<file path="config.mk">
export PLATFORM = sky130hd
export DESIGN_NAME = nvop_sequencer
export DESIGN_NICKNAME = d
export VERILOG_FILES = /design/src/rtl/nvop_pkg.sv /design/src/rtl/nvop_seq_match.sv /design/src/rtl/nvop_timer.sv /design/src/rtl/nvop_sequencer.sv
export SDC_FILE = /design/constraint.sdc
export NUM_CORES = 1
export LEC_CHECK = 0
export BUFFER_PORTS_ARGS = -buffer_cell sky130_fd_sc_hd__buf_4
export CORE_MARGIN = 3
export CORE_UTILIZATION = 30
export CTS_BUF_LIST = sky130_fd_sc_hd__clkbuf_4
export CTS_CLUSTER_DIAMETER = 100
export DETAILED_ROUTE_END_ITERATION = 16
export GPL_ROUTABILITY_DRIVEN = 1
export GPL_TIMING_DRIVEN = 0
export SLEW_MARGIN = 0
export SYNTH_ARGS = -nofsm -noshare
export SYNTH_HDL_FRONTEND = slang
export SYNTH_SLANG_ARGS = --single-unit
</file>
<file path="constraint.sdc">
create_clock -name clk_i -period 1.8 [get_ports clk_i]
set_clock_uncertainty 0.1 [all_clocks]
set_input_delay 0.27 -clock clk_i [delete_from_list [all_inputs] [get_ports clk_i]]
set_output_delay 0.27 -clock clk_i [all_outputs]
set_load 0.05 [all_outputs]
</file>
<file path="src/rtl/nvop_pkg.sv">
`timescale 1ns/1ps
package nvop_pkg;
  localparam int KEY_W    = 14;
  localparam int N_PREFIX = 5;

  localparam logic [KEY_W-1:0] CODE_STORE    = 14'h0FC0;
  localparam logic [KEY_W-1:0] CODE_RECALL   = 14'h0C63;
  localparam logic [KEY_W-1:0] CODE_AUTO_OFF = 14'h0B45;
  localparam logic [KEY_W-1:0] CODE_AUTO_ON  = 14'h0B46;

  typedef enum logic [2:0] {
    CMD_NONE, CMD_STORE, CMD_RECALL, CMD_AUTO_OFF, CMD_AUTO_ON
  } cmd_e;

  typedef enum logic [1:0] {
    OP_IDLE, OP_STORE, OP_RECALL
  } op_e;

  function automatic logic [KEY_W-1:0] prefix_key(input int idx);
    case (idx)
      0:       prefix_key = 14'h0E38;
      1:       prefix_key = 14'h31C7;
      2:       prefix_key = 14'h03E0;
      3:       prefix_key = 14'h3C1F;
      4:       prefix_key = 14'h303F;
      default: prefix_key = '0;
    endcase
  endfunction
endpackage

</file>
<file path="src/rtl/nvop_seq_match.sv">
`timescale 1ns/1ps
module nvop_seq_match
  import nvop_pkg::*;
#(
  parameter int ADDR_W = 15
) (
  input  logic              clk_i,
  input  logic              rst_ni,
  input  logic              fire_i,
  input  logic              we_i,
  input  logic [ADDR_W-1:0] addr_i,
  output cmd_e              cmd_o
);
  localparam int STEP_W = $clog2(N_PREFIX + 1);
  localparam logic [STEP_W-1:0] LAST_STEP = STEP_W'(N_PREFIX);

  logic [KEY_W-1:0]    key;
  logic [N_PREFIX-1:0] pre_hit;
  logic [STEP_W-1:0]   step_q, step_d;
  logic                restart, step_hit;
  logic                unused_hi;

  assign key       = addr_i[KEY_W-1:0];
  assign unused_hi = ^addr_i;

  for (genvar g = 0; g < N_PREFIX; g++) begin : g_key
    assign pre_hit[g] = (key == prefix_key(g));
  end

  assign restart = !we_i && pre_hit[0];

  always_comb begin
    step_hit = 1'b0;
    for (int i = 0; i < N_PREFIX; i++)
      if (step_q == STEP_W'(i)) step_hit = pre_hit[i];
  end

  always_comb begin
    step_d = step_q;
    cmd_o  = CMD_NONE;
    if (fire_i) begin
      // abort path; a read of the first key counts as step one
      step_d = restart ? STEP_W'(1) : '0;
      if (step_q == LAST_STEP) begin
        if (!we_i) begin
          unique case (key)
            CODE_STORE:    begin cmd_o = CMD_STORE;    step_d = '0; end
            CODE_RECALL:   begin cmd_o = CMD_RECALL;   step_d = '0; end
            CODE_AUTO_OFF: begin cmd_o = CMD_AUTO_OFF; step_d = '0; end
            CODE_AUTO_ON:  begin cmd_o = CMD_AUTO_ON;  step_d = '0; end
            default: ;
          endcase
        end
      end else if (!we_i && step_hit) begin
        step_d = step_q + STEP_W'(1);
      end
    end
  end

  always_ff @(posedge clk_i or negedge rst_ni) begin
    if (!rst_ni) step_q <= '0;
    else         step_q <= step_d;
  end
endmodule

</file>
<file path="src/rtl/nvop_timer.sv">
`timescale 1ns/1ps
module nvop_timer #(
  parameter int           CNT_W   = 6,
  parameter logic [CNT_W-1:0] RST_VAL = '0
) (
  input  logic             clk_i,
  input  logic             rst_ni,
  input  logic             load_i,
  input  logic [CNT_W-1:0] load_val_i,
  input  logic             run_i,
  output logic             zero_o
);
  logic [CNT_W-1:0] cnt_q;

  always_ff @(posedge clk_i or negedge rst_ni) begin
    if (!rst_ni)                     cnt_q <= RST_VAL;
    else if (load_i)                 cnt_q <= load_val_i;
    else if (run_i && cnt_q != '0)   cnt_q <= cnt_q - CNT_W'(1);
  end

  assign zero_o = (cnt_q == '0);
endmodule

</file>
<file path="src/rtl/nvop_sequencer.sv">
`timescale 1ns/1ps
module nvop_sequencer
  import nvop_pkg::*;
#(
  parameter int ADDR_W        = 15,
  parameter int STORE_CYCLES  = 40,
  parameter int RECALL_CYCLES = 24
) (
  input  logic              clk_i,
  input  logic              rst_ni,
  input  logic              acc_valid_i,
  input  logic [ADDR_W-1:0] acc_addr_i,
  input  logic              acc_we_i,
  input  logic              hw_store_req_i,
  input  logic              pwr_fail_i,
  output logic              acc_ok_o,
  output logic              busy_no,
  output logic              store_done_o,
  output logic              recall_done_o,
  output logic              dirty_o,
  output logic              auto_en_o
);
  localparam int MAX_CYC = (STORE_CYCLES > RECALL_CYCLES) ? STORE_CYCLES : RECALL_CYCLES;
  localparam int CNT_W   = (MAX_CYC > 2) ? $clog2(MAX_CYC) : 1;
  localparam logic [CNT_W-1:0] STORE_LD  = CNT_W'(STORE_CYCLES - 1);
  localparam logic [CNT_W-1:0] RECALL_LD = CNT_W'(RECALL_CYCLES - 1);

  op_e  op_q, op_d;
  cmd_e cmd;
  logic busy, fire, finish, zero;
  logic start_store, start_recall;
  logic dirty_q, auto_en_q, sdone_q, rdone_q;

  assign busy = (op_q != OP_IDLE);
  assign fire = acc_valid_i && !busy;

  nvop_seq_match #(.ADDR_W(ADDR_W)) i_match (
    .clk_i  (clk_i),
    .rst_ni (rst_ni),
    .fire_i (fire),
    .we_i   (acc_we_i),
    .addr_i (acc_addr_i),
    .cmd_o  (cmd)
  );

  // priority: power loss, hardware request, software command
  always_comb begin
    start_store  = 1'b0;
    start_recall = 1'b0;
    if (!busy) begin
      if (pwr_fail_i && auto_en_q && dirty_q)  start_store  = 1'b1;
      else if (hw_store_req_i && dirty_q)      start_store  = 1'b1;
      else if (cmd == CMD_STORE)               start_store  = 1'b1;
      else if (cmd == CMD_RECALL)              start_recall = 1'b1;
    end
  end

  nvop_timer #(.CNT_W(CNT_W), .RST_VAL(RECALL_LD)) i_timer (
    .clk_i      (clk_i),
    .rst_ni     (rst_ni),
    .load_i     (start_store || start_recall),
    .load_val_i (start_store ? STORE_LD : RECALL_LD),
    .run_i      (busy),
    .zero_o     (zero)
  );

  assign finish = busy && zero;

  always_comb begin
    op_d = op_q;
    if (start_store)       op_d = OP_STORE;
    else if (start_recall) op_d = OP_RECALL;
    else if (finish)       op_d = OP_IDLE;
  end

  always_ff @(posedge clk_i or negedge rst_ni) begin
    if (!rst_ni) begin
      op_q      <= OP_RECALL;
      dirty_q   <= 1'b0;
      auto_en_q <= 1'b1;
      sdone_q   <= 1'b0;
      rdone_q   <= 1'b0;
    end else begin
      op_q    <= op_d;
      sdone_q <= finish && (op_q == OP_STORE);
      rdone_q <= finish && (op_q == OP_RECALL);
      if (finish)                dirty_q <= 1'b0;
      else if (fire && acc_we_i) dirty_q <= 1'b1;
      if (cmd == CMD_AUTO_OFF)     auto_en_q <= 1'b0;
      else if (cmd == CMD_AUTO_ON) auto_en_q <= 1'b1;
    end
  end

  assign acc_ok_o      = fire;
  assign busy_no       = !busy;
  assign store_done_o  = sdone_q;
  assign recall_done_o = rdone_q;
  assign dirty_o       = dirty_q;
  assign auto_en_o     = auto_en_q;
endmodule

</file>
Word-level counts from Yosys, hierarchy flattened
Cells that the tools add are included.
Widths: inputs -> output; s select.
{"block": "totals", "output_inout_bits": 6, "wordCells": 85, "romBits": 0, "latch_bits": 0, "ff_bits": 15, "input_bits": 21, "ram_bits": 0, "mem_count": 0}
{"block": "classes", "n_mul": 0, "mux": 33, "n_lt_le_gt_ge": 0, "reduce_logical": 23, "bitwise_logic": 0, "n_shift": 0, "addsub": 2, "eq_ne": 20, "div": 0}
{"operator": "$eq 14x12->1 const B", "count": 5}
{"operator": "$eq 14x14->1 const B", "count": 3}
{"operator": "$mux 3", "count": 7}
{"operator": "$mux 1", "count": 19}
{"operator": "$mux 6", "count": 3}
{"operator": "$eq 14x10->1 const B", "count": 1}
{"operator": "$eq 3x2->1 const B", "count": 4}
{"operator": "$pmux 3 s4", "count": 1}
{"operator": "$logic_and 1x1->1", "count": 11}
{"operator": "$eq 3x3->1 const B", "count": 3}
{"operator": "$reduce_bool 2->1", "count": 4}
{"operator": "$eq 3x1->1 const B", "count": 2}
{"operator": "$logic_not 6->1", "count": 1}
{"operator": "$mux 2", "count": 3}
{"operator": "$reduce_bool 6->1", "count": 1}
{"operator": "$sub 6x1->6 const B", "count": 1}
{"operator": "$reduce_or 4->1", "count": 1}
{"operator": "$add 3x1->3 const B", "count": 1}
{"operator": "$logic_not 3->1", "count": 1}
{"operator": "$reduce_bool 3->1", "count": 1}
{"operator": "$eq 2x1->1 const B", "count": 1}
{"operator": "$eq 2x2->1 const B", "count": 1}
{"operator": "$logic_not 1->1", "count": 2}
{"operator": "$logic_or 1x1->1", "count": 1}

Depth between registers and ports, before layout
{"block": "logic_depth", "depth_word": 13, "depth_mapped": 7, "depth_no_buf": 7}

Cells and area by module
From an unflattened synthesis, not the netlist that was laid out.
{"block": "hier_totals", "cells_unflattened": 146, "hier_area_um2": 1285.0}
{"mod": "nvop_seq_match", "cells_per_inst": 68, "instances": 1, "seq_area_each_um2": 75.1, "area_per_inst_um2": 551.8}
{"mod": "nvop_timer", "cells_per_inst": 44, "instances": 1, "seq_area_each_um2": 155.1, "area_per_inst_um2": 400.4}
{"mod": "nvop_sequencer", "cells_per_inst": 34, "instances": 1, "seq_area_each_um2": 152.6, "area_per_inst_um2": 332.8}

Least setup slack after synthesis
Ideal clock, no wire load.
{"block": "synth_timing", "path_kind": "register to register", "startpoint": "reg op_q[0]", "endpoint": "reg i_timer.cnt_q[5]", "period_less_slack_ps": 1859, "setup_slack_ps": -59, "path_buffers": 1, "t_arrival_ps": 1676, "required_ps": 1617, "path_stages_with_launch": 8, "setup_ps": 83, "cell_sequence": "dfrtp_1 or2_2 clkbuf_1 inv_1 a31oi_1 mux2i_1 a21oi_1 o21ai_0"}
{"block": "synth_between", "elab_chain_cells": 12, "elab_cells_between_ends": 20, "classes_between": "2 x eq/ne; 12 x mux; 6 x reduce/logical"}
{"element": "start, declared", "line": "nvop_sequencer.sv:28", "text": "op_e op_q, op_d;"}
{"element": "start signal, assigned", "line": "nvop_sequencer.sv:84", "text": "op_q <= op_d;"}
{"element": "$reduce_bool 2->1 (*)", "line": "nvop_sequencer.sv:34", "text": "assign busy = (op_q != OP_IDLE);"}
{"element": "$logic_not 1->1 (*)"}
{"element": "named net busy_no", "line": "nvop_sequencer.sv:17", "text": "output logic busy_no,"}
{"element": "$logic_and 1x1->1 (*)", "line": "nvop_sequencer.sv:35", "text": "assign fire = acc_valid_i && !busy;"}
{"element": "$mux 3 (*)", "line": "nvop_seq_match.sv:41", "text": "if (fire_i) begin"}
{"element": "$eq 3x2->1", "line": "nvop_sequencer.sv:54", "text": "else if (cmd == CMD_RECALL) start_recall = 1'b1;"}
{"element": "$mux 1", "line": "nvop_sequencer.sv:54"}
{"element": "$mux 1", "line": "nvop_sequencer.sv:53", "text": "else if (cmd == CMD_STORE) start_store = 1'b1;"}
{"element": "$mux 1", "line": "nvop_sequencer.sv:52", "text": "else if (hw_store_req_i && dirty_q) start_store = 1'b1;"}
{"element": "$mux 1", "line": "nvop_sequencer.sv:51", "text": "if (pwr_fail_i && auto_en_q && dirty_q) start_store = 1'b1;"}
{"element": "$mux 1", "line": "nvop_sequencer.sv:50", "text": "if (!busy) begin"}
{"element": "$logic_or 1x1->1", "line": "nvop_sequencer.sv:61", "text": ".load_i (start_store || start_recall),"}
{"element": "$mux 6 / $reduce_bool 2->1 (equally long branches)"}
{"element": "end signal, assigned", "line": "nvop_timer.sv:17", "text": "else if (load_i) cnt_q <= load_val_i;"}
{"element": "end signal, assigned", "line": "nvop_timer.sv:18", "text": "else if (run_i && cnt_q != '0) cnt_q <= cnt_q - CNT_W'(1);"}
{"element": "end, declared", "line": "nvop_timer.sv:13", "text": "logic [CNT_W-1:0] cnt_q;"}
Mark *: on every way through the listed nets, which the timed path passes. The rest lies on a longest branch.
A chain may end at the register's enable or synchronous reset.

Worst setup path in the final report
{"block": "layout_timing", "startpoint": "reg op_q[0]", "endpoint": "reg auto_en_q, in the netlist auto_en_o"}
{"block": "layout_between", "elab_chain_cells": 6, "elab_cells_between_ends": 8, "classes_between": "2 x eq/ne; 2 x mux; 4 x reduce/logical"}
{"element": "$reduce_bool 2->1 (*)", "line": "nvop_sequencer.sv:34"}
{"element": "$logic_not 1->1 (*)", "line": "nvop_sequencer.sv:35"}
{"element": "$logic_and 1x1->1 (*)", "line": "nvop_sequencer.sv:35"}
{"element": "$mux 3 (*)", "line": "nvop_seq_match.sv:41"}
{"element": "$eq 3x2->1 / $eq 3x3->1 (equally long branches)", "line": "nvop_sequencer.sv:89, nvop_sequencer.sv:90"}
{"element": "$mux 1 / $reduce_bool 2->1 (equally long branches)"}
{"element": "end signal, assigned", "line": "nvop_sequencer.sv:80", "text": "auto_en_q <= 1'b1;"}
{"element": "end signal, assigned", "line": "nvop_sequencer.sv:89", "text": "if (cmd == CMD_AUTO_OFF) auto_en_q <= 1'b0;"}
{"element": "end signal, assigned", "line": "nvop_sequencer.sv:90", "text": "else if (cmd == CMD_AUTO_ON) auto_en_q <= 1'b1;"}
{"element": "end, declared", "line": "nvop_sequencer.sv:32", "text": "logic dirty_q, auto_en_q, sdone_q, rdone_q;"}
Mark *: on every way between the ends. The rest lies on a longest branch, timed or not.

==> out/metrics.csv <==
stage,metric,value,unit
run_status,run_status,"complete, but fails checks",
run_status,failed_checks,setup timing,
critical_path,crit_arrival,2.01,ns
sta,tightestPinTransition,0.521,ns
synthesis,ys_seq_area_share,35.7,%
route,drt_iter0_drc,36,
critical_path,timing.rr.end,auto_en_o,
power,pwr_density_cell,996,nW/um^2
place,dp_hpwl,2.09,mm
route,avgRoutedWirePerCell,14.2,um
grt,overflow,0,
grt,grt_max_degree,16,
die,die_y,65.8,um
power,power_frac_clock,13.5,%
grt,grt_pass1_wl,4.87,mm
synthesis,syn_area,1070,sq um
synthesis,synthArstFlopShare,100,%
clocking,cts_sinks,15,
die,initial_core_util,31.6,%
route,wl,2.96,mm
sta,tns,-0.229,ns
sta,fin_crit,1.88,ns
grt,grt_pass1_vias,1110,
place,placed_area,1330,sq um
finish,synthToLayoutAreaGrowth,47.4,%
sta,fin_ws,-0.0812,ns
critical_path,critical_path.startpoint,op_q[0],
clocking,cts_buffers,3,
sta,rsz0062_at_grt,true,
power,switchingPower,649,uW
sta,max_freq,0.532,GHz
place,numPortBuffers,25,
sta,slew_violations,0,
critical_path,critical_path.cell_chain,"or3b_1, buf_6, or3_4, buf_4, o31ai_2, nand2_1",
place,gp_congestion,0.843,
power,internal-power,924,uW
clocking,cts_tree,built,
route,drt_first_pass_iters,4,
critical_path,start_kind,flop,
route,drc_errors,0,
power,p_comb_share,49.2,%
power,total_power,1.57,mW
critical_path,reg2regPathDepth,6,
synthesis,syn-num-nets,150,
synthesis,synth_enable_flop_cells,0,
sta,finalCritPeriodShare,105,%
synthesis,syn_area_per_cell,8.72,sq um
route,vias,1123,
die,io_pins,27,
clocking,clock-root-buffer,clkbuf_4,
grt,grt.total_usage,14.2,%
synthesis,synth_cell_type_count,41,
synthesis,postSynthCellCount,123,
critical_path,cpPeakStageDelay,0.40,ns
critical_path,critPathKind,reg -> reg,
finish,drive_gt1_share,42.9,%
synthesis,yosys_register_bits,15,
route,ant_nets,0,
die,die_area,4330,sq um
power,p_seq_share,37.3,%
sta,slew-limit-headroom,64.8,%
critical_path,timing.rr.start,op_q[0],
finish,final_common_cell,buf_4,
synthesis,synth_warnings,0,
finish,layout_common_cells,"buf_4 (33), nand2_1 (13), nand4_1 (10)",
sta,hold_viol_final,0,
power,p_leak,0.667,nW
clocking,ctsHtreeMaxLevel,1,
sta,setup_violations,5,
critical_path,rrSetupSlack,-0.08,ns
finish,diodes,0,
clocking,worstSkewPairLatency,0.29,ns
route,avgViaCountPerCell,5.37,
finish,final_nets,191,
die,rows,21,
critical_path,cp_max_fo,4,
synthesis,synth_ff_type,dfrtp_1,
clocking,clk_path_buf_depth,2,
hold_path,min_path_type,in -> reg,
critical_path,crit_required,1.93,ns
job,maxCapViolations,0,
power,ir_worst_vdd,489,uV
die,fp.dieW,65.8,um
power,sw_frac_of_total,41.3,%
grt,antenna_found_initial,0,
clocking,path_clk_slew,0.09,ns
critical_path,endpoint_kind,flop,
critical_path,crit_path_end,auto_en_o,
finish,design_area,1580,sq um
die,core_area,3390,sq um
critical_path,cp_slowest_cell,dfrtp_1,
## how the worst min path moves through the flow
stage | slack [ns] | cells after the start | end | from
after floorplan | -0.13 | 0 | dirty_o | rst_ni
after global routing | 0.11 | 3 | auto_en_o | acc_addr_i[1]
after CTS | 0.10 | 3 | auto_en_o | acc_addr_i[1]
final | 0.11 | 3 | auto_en_o | acc_addr_i[1]
after detailed placement | 0.03 | 1 | i_timer.cnt_q[3] | rst_ni
after global placement | 0.03 | 1 | i_timer.cnt_q[3] | rst_ni
## sequential cells by signal (all words and copies together) (netlist names)
signal / count
dirty_o: 1
store_done_o: 1
op_q: 2
i_timer.cnt_q: 6
auto_en_o: 1
recall_done_o: 1
i_match.step_q: 3
## power by group through the flow
| stage | logic [mW] | registers, mW | clock network [mW] |
|---|---|---|---|
| 2_1_floorplan | 0.418 | 0.579 | 0 |
| 3_3_place_gp | 0.580 | 0.565 | 0 |
| 3_5_place_dp | 0.611 | 0.572 | 0 |
| 4_1_cts | 0.704 | 0.573 | 0.218 |
| 5_1_grt | 0.847 | 0.598 | 0.237 |
| 6_report | 0.774 | 0.587 | 0.212 |
## cell families (layout without fill, tap and decap cells)
logic type / Yosys count / in the layout / synth area share, %
xor gates and xnor gates: 3 / 3 / 2.45
DFF: 15 / 15 / 35.7
adders and majority gates: 6 / 6 / 7.00
AOI/OAI and AO/OA: 20 / 20 / 12.5
and+or+nand+nor: 66 / 66 / 37.1
muxes: 1 / 1 / 0.934
buffers and inverters: 12 / 52 / 4.32
## synth_stat cells (all sizes together) (2+ instances only)
library cell	instances	area share (%)
ha	6	7.0
nor4	3	1.8
or3	2	1.6
nor4b	2	1.6
nand4	10	5.8
a21oi	4	1.9
dfstp	6	15
nor3	6	2.8
nand3b	3	2.1
inv	10	3.5
o21ai	3	1.8
nand3	2	0.93
nor3b	5	3.5
nor2	8	3.0
xor2	2	1.6
dfrtp	9	21
nand4b	2	1.6
a21o	2	1.4
nand2	13	4.6
o22ai	2	1.2
o41ai	2	1.6
o31ai	2	1.4
nor4bb	3	2.8
a31oi	2	1.2
## through the flow
step | utilization (%) | cells | hold WS [ns] | setup WS [ns]
2_1_floorplan | - | 123 | -0.126 | -0.0224
3_3_place_gp | 39.4 | 194 | 0.0348 | -0.133
3_5_place_dp | 39.4 | 194 | 0.0340 | -0.154
4_1_cts | 44.3 | 206 | 0.101 | -0.0710
5_1_grt | 46.6 | 209 | 0.114 | -0.145
6_report | 46.6 | 209 | 0.113 | -0.0812
## worst max-delay path, delay by kind of cell (launching register included)
kind	cells	cell delay [ns]
DFF	1	0.40
AOI/OAI and AO/OA	1	0.20
buffers and inverters	2	0.29
and+or+nand+nor	3	0.83
## what timing repair did
item | in CTS | in global routing
hold endpoints to repair | 15 | 0
buffers inserted | 7 | 3
endpoints found under the setup margin | 9 | 13
gates resized for setup | 17 | 13
pin swaps | 6 | 3
hold buffers | 1 | 0
## metal layers
| metal | track usage [%] | up-vias | share of wire (%) |
|---|---|---|---|
| li1 | - | 540 | - |
| met1 | 16.9 | 549 | 42 |
| met2 | 25.2 | 28 | 52 |
| met3 | 3.06 | 6 | 4.0 |
| met4 | 4.66 | 0 | 1.5 |
| met5 | 0 | - | 0 |
## area by class of cell
type,count,area (sq um)
Multi-Input combinational cell,96,758
Inverter,10,43.8
Tap cell,46,57.6
Buffer,2,22.5
Timing Repair Buffer,36,284
Clock buffer,4,30.0
Fill cell,344,1810
Sequential cell,15,384
No activity file was read; power rests on OpenSTA's default activity.
